[config.mk]
export PLATFORM = sky130hd
export DESIGN_NAME = line_energy_acc
export DESIGN_NICKNAME = d
export VERILOG_FILES = /design/src/rtl/lea_pkg.sv /design/src/rtl/lea_zx_counter.sv /design/src/rtl/lea_accum.sv /design/src/rtl/line_energy_acc.sv
export SDC_FILE = /design/constraint.sdc
export NUM_CORES = 1
export LEC_CHECK = 0
export BUFFER_PORTS_ARGS = -buffer_cell sky130_fd_sc_hd__buf_2
export CAP_MARGIN = 20
export CORE_MARGIN = 5
export CORE_UTILIZATION = 59
export CTS_BUF_LIST = sky130_fd_sc_hd__clkbuf_8 sky130_fd_sc_hd__clkbuf_16
export DETAILED_ROUTE_END_ITERATION = 7
export GPL_TIMING_DRIVEN = 1
export HOLD_SLACK_MARGIN = 0.1
export PLACE_DENSITY = 0.81
export SLEW_MARGIN = 20
export SYNTH_ARGS = -nofsm -noshare
export SYNTH_HDL_FRONTEND = slang
export SYNTH_SLANG_ARGS = --single-unit
[constraint.sdc]
create_clock -name clk -period 4.44 [get_ports clk]
set_input_delay 0.444 -clock clk [delete_from_list [all_inputs] [get_ports clk]]
set_output_delay 0.444 -clock clk [all_outputs]
set_load 0.01 [all_outputs]
[src/rtl/lea_pkg.sv]
package lea_pkg;
  parameter int MAX_PH = 8;

  function automatic int unsigned ones(input logic [MAX_PH-1:0] v);
    int unsigned n;
    n = 0;
    for (int i = 0; i < MAX_PH; i++) n += int'(v[i]);
    return n;
  endfunction
endpackage

[src/rtl/lea_zx_counter.sv]
module lea_zx_counter #(
  parameter int NPH      = 3,
  parameter int CNT_W    = 16,
  parameter int HC_RESET = 4
) (
  input  logic             clk,
  input  logic             rst,
  input  logic [NPH-1:0]   zx,
  input  logic [NPH-1:0]   sel,
  input  logic [CNT_W-1:0] hc_count,
  input  logic             hc_load,
  output logic             fire
);
  localparam logic [CNT_W-1:0] RST_CNT = CNT_W'(HC_RESET);
  localparam logic [CNT_W-1:0] ONE     = CNT_W'(1);

  logic [CNT_W-1:0]          count_q, reload_q, load_val, hits;
  logic [lea_pkg::MAX_PH-1:0] live;

  assign live     = lea_pkg::MAX_PH'(zx & sel);
  assign hits     = CNT_W'(lea_pkg::ones(live));
  assign load_val = (hc_count == '0) ? ONE : hc_count;
  assign fire     = !hc_load && (hits >= count_q);

  always_ff @(posedge clk) begin
    if (rst) begin
      count_q  <= RST_CNT;
      reload_q <= RST_CNT;
    end else if (hc_load) begin
      count_q  <= load_val;
      reload_q <= load_val;
    end else if (fire) begin
      count_q  <= reload_q;
    end else begin
      count_q  <= count_q - hits;
    end
  end

  AST_CNT_NONZERO: assert property (@(posedge clk) disable iff (rst)
    count_q != '0);
  AST_DESEL_IGNORED: assert property (@(posedge clk) disable iff (rst)
    (!hc_load && (zx & sel) == '0) |=> count_q == $past(count_q));
  AST_LOAD_COUNT: assert property (@(posedge clk) disable iff (rst)
    (hc_load && hc_count != '0) |=> count_q == $past(hc_count));
endmodule

[src/rtl/lea_accum.sv]
module lea_accum #(
  parameter int PWR_W = 24,
  parameter int ACC_W = 40,
  parameter int OUT_W = 24
) (
  input  logic             clk,
  input  logic             rst,
  input  logic [PWR_W-1:0] sample,
  input  logic             vld,
  input  logic             clr,
  input  logic             fire,
  output logic [OUT_W-1:0] line_energy,
  output logic             done
);
  localparam int EXT_W = ACC_W - PWR_W;

  logic [ACC_W-1:0] acc_q, addend, acc_nx;

  assign addend = vld ? {{EXT_W{sample[PWR_W-1]}}, sample} : '0;
  assign acc_nx = acc_q + addend;

  always_ff @(posedge clk) begin
    if (rst) begin
      acc_q       <= '0;
      line_energy <= '0;
      done        <= 1'b0;
    end else if (clr) begin
      acc_q <= '0;
      done  <= 1'b0;
    end else if (fire) begin
      acc_q       <= '0;
      line_energy <= acc_nx[ACC_W-1 -: OUT_W];
      done        <= 1'b1;
    end else begin
      acc_q <= acc_nx;
      done  <= 1'b0;
    end
  end

  AST_HOLD_LE: assert property (@(posedge clk) disable iff (rst)
    !done |-> $stable(line_energy));
  AST_LOAD_CLEAR: assert property (@(posedge clk) disable iff (rst)
    clr |=> (acc_q == '0 && !done));
  AST_FIRE_RESTART: assert property (@(posedge clk) disable iff (rst)
    (fire && !clr) |=> (acc_q == '0 && done));
endmodule

[src/rtl/line_energy_acc.sv]
module line_energy_acc #(
  parameter int NPH      = 3,
  parameter int PWR_W    = 24,
  parameter int ACC_W    = 40,
  parameter int OUT_W    = 24,
  parameter int CNT_W    = 16,
  parameter int HC_RESET = 4
) (
  input  logic             clk,
  input  logic             rst,
  input  logic [PWR_W-1:0] pwr_sample,
  input  logic             pwr_vld,
  input  logic [NPH-1:0]   zx,
  input  logic [NPH-1:0]   phase_sel,
  input  logic [CNT_W-1:0] hc_count,
  input  logic             hc_load,
  output logic [OUT_W-1:0] line_energy,
  output logic             done,
  output logic [NPH-1:0]   phase_en
);
  logic fire;

  always_ff @(posedge clk) begin
    if (rst) phase_en <= '0;
    else     phase_en <= phase_sel;
  end

  lea_zx_counter #(.NPH(NPH), .CNT_W(CNT_W), .HC_RESET(HC_RESET)) u_cnt (
    .clk(clk), .rst(rst), .zx(zx), .sel(phase_sel),
    .hc_count(hc_count), .hc_load(hc_load), .fire(fire)
  );

  lea_accum #(.PWR_W(PWR_W), .ACC_W(ACC_W), .OUT_W(OUT_W)) u_acc (
    .clk(clk), .rst(rst), .sample(pwr_sample), .vld(pwr_vld),
    .clr(hc_load), .fire(fire), .line_energy(line_energy), .done(done)
  );

  AST_PEN_FOLLOW: assert property (@(posedge clk) disable iff (rst)
    phase_en == $past(phase_sel));
  AST_LOAD_NO_DONE: assert property (@(posedge clk) disable iff (rst)
    hc_load |=> !done);
endmodule

# Word level (Yosys, flattened, before mapping)
# Cells that the tools add are included.
[totals] memories=0 romBits=0 output_inout_bits=28 wordCells=29 mem_bits_rw=0 reg_bits=100 latchBits=0 input_bits=50
[classes] add_sub_neg=9 mul=0 n_shift=0 n_eq_ne=0 order_cmp=1 bitwise=2 n_reduce_logical=6 div_mod_pow=0 mux=5
[ops] operator="adder 16 x 1 -> 16 bit, second input constant" count=5
[ops] operator="two-way mux 16 bit" count=3
[ops] operator="adder 40 bit" count=1
[ops] operator="two-way mux 40 bit" count=1
[ops] operator="adder 16 x 1 -> 16 bit" count=1
[ops] operator=">= comparator 16 bit" count=1
[ops] operator="logical NOT 16 bit" count=1
[ops] operator="subtractor 16 bit" count=1
[ops] operator="bitwise AND 3 bit" count=1
[ops] operator="OR reduction 3 bit" count=1
[ops] operator="adder 1 x 1 -> 2 bit" count=1
[ops] operator="AND reduction 2 bit" count=1
[ops] operator="OR reduction 2 bit" count=1
[ops] operator="logical AND 1 bit" count=1
[ops] operator="logical NOT 1 bit" count=1
[ops] operator="two-way mux 1 bit" count=1
[ops] operator="inverter 1 bit" count=1

# Depth between registers and ports, before layout
[depth] ltp_word=12 depth_mapped=14 depth_no_buf=14

# Cells and area by module
# From an unflattened synthesis, not the netlist that was laid out.
[unflattened] hier_cells=776 hier_area_um2=6169.7
[by_module_without_submodules] mod="lea_accum" area_each_um2=4435.5 n_inst=1 cells_per_inst=578 seq_area_each_um2=1301.2
[by_module_without_submodules] mod="lea_zx_counter" area_each_um2=1655.3 n_inst=1 cells_per_inst=192 seq_area_each_um2=640.6
[by_module_without_submodules] mod="line_energy_acc" area_each_um2=78.8 n_inst=1 cells_per_inst=6 seq_area_each_um2=60.1

# Least setup slack after synthesis
# OpenSTA, ideal clock, no wires.
[synth_path] kind="in2reg" startpoint="input port zx[0]" endpoint="register u_acc.acc_q[10]" required_ps=4312 path_stages=11 setup_slack_ps=1002 arrival_time_ps=3310 n_path_buf=2 setup_ps=128 path_cell_list="and2_1 > fa_1 > ha_1 > inv_1 > fa_1 > a2111oi_0 > nand4_1 > clkbuf_1 > nand2_1 > clkbuf_1 > nor2_1"
[synth_between] elab_chain_len=11
[synth_rtl] element="from (decl)" line_no="line_energy_acc.sv:13" text="input logic [NPH-1:0] zx,"
[synth_rtl] element="bitwise AND 3 bit" line_no="lea_zx_counter.sv:20" text="assign live = lea_pkg::MAX_PH'(zx & sel);"
[synth_rtl] element="adder 1 x 1 -> 2 bit" line_no="lea_pkg.sv:7" text="for (int i = 0; i < MAX_PH; i++) n += int'(v[i]);"
[synth_rtl] element="adder 16 x 1 -> 16 bit (6 in series)" line_no="lea_pkg.sv:7"
[synth_rtl] element=">= comparator 16 bit" line_no="lea_zx_counter.sv:23" text="assign fire = !hc_load && (hits >= count_q);"
[synth_rtl] element="logical AND 1 bit" line_no="lea_zx_counter.sv:23"
[synth_rtl] element="OR reduction 3 bit (no source line)"
[synth_rtl] element="to (signal assigned)" line_no="lea_accum.sv:35" text="acc_q <= acc_nx;"
[synth_rtl] element="to (decl)" line_no="lea_accum.sv:17" text="logic [ACC_W-1:0] acc_q, addend, acc_nx;"
# Every way passes these cells.
# A chain may end at the register's enable or synchronous reset.

# Worst setup path in the final report
[layout_path] startpoint="input port zx[0]" endpoint="register u_acc.line_energy[21]"
[layout_between] elab_chain_len=11
[layout_rtl] element="bitwise AND 3 bit" line_no="lea_zx_counter.sv:20"
[layout_rtl] element="adder 1 x 1 -> 2 bit" line_no="lea_pkg.sv:7"
[layout_rtl] element="adder 16 x 1 -> 16 bit (6 in series)" line_no="lea_pkg.sv:7"
[layout_rtl] element=">= comparator 16 bit" line_no="lea_zx_counter.sv:23"
[layout_rtl] element="logical AND 1 bit" line_no="lea_zx_counter.sv:23"
[layout_rtl] element="AND reduction 2 bit (no source line)"
[layout_rtl] element="to (signal assigned)" line_no="lea_accum.sv:32" text="line_energy <= acc_nx[ACC_W-1 -: OUT_W];"
[layout_rtl] element="to (decl)" line_no="lea_accum.sv:12" text="output logic [OUT_W-1:0] line_energy,"
# Every way passes these cells.

==> summary.txt <==
Placed design
  • Placed cells: 904
  • Port buffer count: 77
  • Routability cong.: 0.920
  • DPL Wire Length: 10,200 µm

Worst setup path
  • Req. time, crit path: 4.75 ns
  • Max FO, Critical Path: 48
  • Crit Path Class: input port to flop
  • Crit end category: flop
  • Worst r2r src: u_acc.acc_q[0]
  • Critical Path Start: zx[0]
  • Startpoint Class: input port
  • Crit path DAT: 3.71 ns

GRT
  • First-pass GRT wire length: 23,900 µm
  • Antenna violations before repair: 0
  • Remaining Overflow, GRT: 0
  • Vias in the first global route: 5,313
  • Largest net degree at the start of global routing: 68
  • GRT Total Usage: 0.228

Synthesis
  • Post-synth EDFFs: 0
  • XOR/XNOR share of the synthesized area: 0.0671
  • Mux share of post-synthesis cell area: 0.0100
  • Syn Std Cell Area: 6000 µm²
  • Largest area contributor in the netlist: dfxtp_1
  • Post-Synth Adder-Cell Area: 0.104
  • Post-synth top cells: dfxtp_1, nor2_1, a21oi_1, nand2_1, ha_1
  • Syn Inst Count: 733
  • Seq/Total Area, Yosys: 0.333
  • Synth area leaders: dfxtp_1, ha_1, a21oi_1, nor2_1, nand2_1
  • Syn Nets: 831
  • Post-synthesis compound-gate area fraction: 0.211
  • Syn Area/Cell: 8.19 µm²
  • Post-synth top area share: 0.333
  • Yosys warning count: 0
  • Synth unique cells: 63
  • Register bit total from synthesis: 100
  • Ys flop type: dfxtp_1
  • Async set-reset flop share out of synthesis: 0
  • Largest family of logic cells by synthesized area: simple AND/OR/NAND/NOR gates
  • Simple-Gate Fraction of Synth Area: 0.232
  • Most numerous cell in the Yosys netlist: dfxtp_1

Power and ir drop
  • Peak supply drop: 0.000144 V
  • Leakage: 0.00303 µW
  • Cell Pwr Density: 280 nW/µm²
  • Power Total: 1840 µW

STA
  • Final Setup Violations: 0
  • Final period util: 0.765
  • Pins Over Slew Limit: 0
  • Post-layout minimum cycle time: 3.40 ns
  • Setup TNS: 0 ns
  • Hold Fails Final Rpt: 0
  • Clk_skew: 0.0120 ns
  • Worst slew pin tran: 0.970 ns
  • Max Fclk: 294 MHz
  • Slew Limit Headroom: 0.351
  • Setup repair after global routing missed its margin: no

Floorplanning
  • Io pins: 78
  • Core Rows: 36
  • Die Ht: 111 µm
  • Initial core utilization: 0.609
  • Die width: 111 µm
  • Die area: 12,300 µm²
  • Core area: 9860 µm²

Drt
  • 1st-pass router iterations: 6
  • Drt total wl: 14,000 µm
  • DRC: 0
  • Routed vias: 5,444
  • Drt wl/cell: 15.2 µm
  • Drt via density: 5.92
  • Final ANT Viol Nets: 0
  • Initial detailed-routing violation count: 372

Flow run
  • Max_cap viols: 0

Final layout
  • Ant. Diodes: 0
  • P&R area growth vs syn: 9.65%
  • Fin nets: 880
  • Share of cells above drive strength 1: 0.136
  • Fin cells: 920
  • Final Core Density: 0.667

CTS
  • Hold Buf Count CTS: 0
  • H-tree depth: 3
  • Cts bufs inserted: 9
  • TritonCTS Sinks: 100
  • Skew-Pair Late Insertion Delay: 0.39 ns
  • Root Buffer: clkbuf_8
  • Clk buf depth: 2
  • Clock edge transition at the registers on the reported setup and hold paths: 0.09 ns
  • CTS tree: built
  • Resized Gates After CTS: 0
  • Post-CTS Setup Inserts: 0

Hold path
  • Hold Startpoint: phase_sel[0]
  • Class of the worst hold path: input port to flop

Outcome
  • Status: finished, final reports clean
cell families after synthesis:
kind of cell	count (synthesis)
multiplexers	6
adder cells (fa/ha/maj)	48
AND/OR/NAND/NOR	276
AO/OA/AOI/OAI	192
XOR/XNOR	46
flip-flops	100
buffers and inverters	65
cell usage in the layout (no fill, tap or decap), types with 10 or more instances in the layout:
cell	count
xor2_1	22
dfxtp_1	100
and3_1	17
a21oi_1	68
a31oi_1	11
nor2_1	73
nand3_1	10
xnor2_1	24
nand4_1	13
inv_1	22
nand2b_1	12
and2_1	29
o21ai_0	25
buf_2	77
nor3_1	16
a21o_1	23
nand2_1	65
ha_1	45
cell type report:
class | instances | area [µm²]
Fill cell | 866 | 3280
Timing Repair Buffer | 84 | 438
Multi-Input combinational cell | 568 | 3740
Clock buffer | 9 | 124
Sequential cell | 100 | 2000
Inverter | 19 | 71.3
Tap cell | 133 | 166
Clock inverter | 7 | 37.5
layer usage:
layer  wire length [µm]  global-route usage
met5                  0                   0
met4                289               0.101
met2               6580               0.379
met3                659              0.0289
met1               6430               0.296
worst paths after layout:
| check | endpoint | slack [ns] | cells after the start |
|---|---|---|---|
| max | u_acc.line_energy[21] | 1.04 | 11 |
| min | phase_en[0] | 0.27 | 2 |
| max reg2reg | u_acc.line_energy[14] | 1.22 | 11 |
| min reg2reg | u_acc.line_energy[11] | 0.46 | 2 |
critical path, stage by stage:
cell       delay (ns)
buf_2            0.09
and2_1           0.18
fa_1             0.55
ha_1             0.17
inv_1            0.06
fa_1             0.41
a2111oi_0        0.52
nand4_1          0.19
buf_4            0.31
or4_1            0.56
a31oi_1          0.19
power breakdown:
| group | internal [µW] | switching [µW] |
|---|---|---|
| clock | 197 | 323 |
| combinational | 150 | 212 |
| sequential | 937 | 23.2 |
stage by stage:
stage               setup WS, ns  hold WS, ns  area, µm²
finish                      1.04        0.275       6580
global route               0.824        0.286       6580
CTS                         1.05        0.269       6580
detailed placement         0.655        0.444       6420
global placement           0.809        0.435       6420
floorplan                   1.00        0.426       6000
registers in the layout, indices dropped and copies added, names as in the netlist:
register and cells:
phase_en 3, u_acc.line_energy 24, u_cnt.count_q 16, u_cnt.reload_q 16, u_acc.acc_q 40, u_acc.done 1
Note: power is estimated with default switching activity, not from simulation.
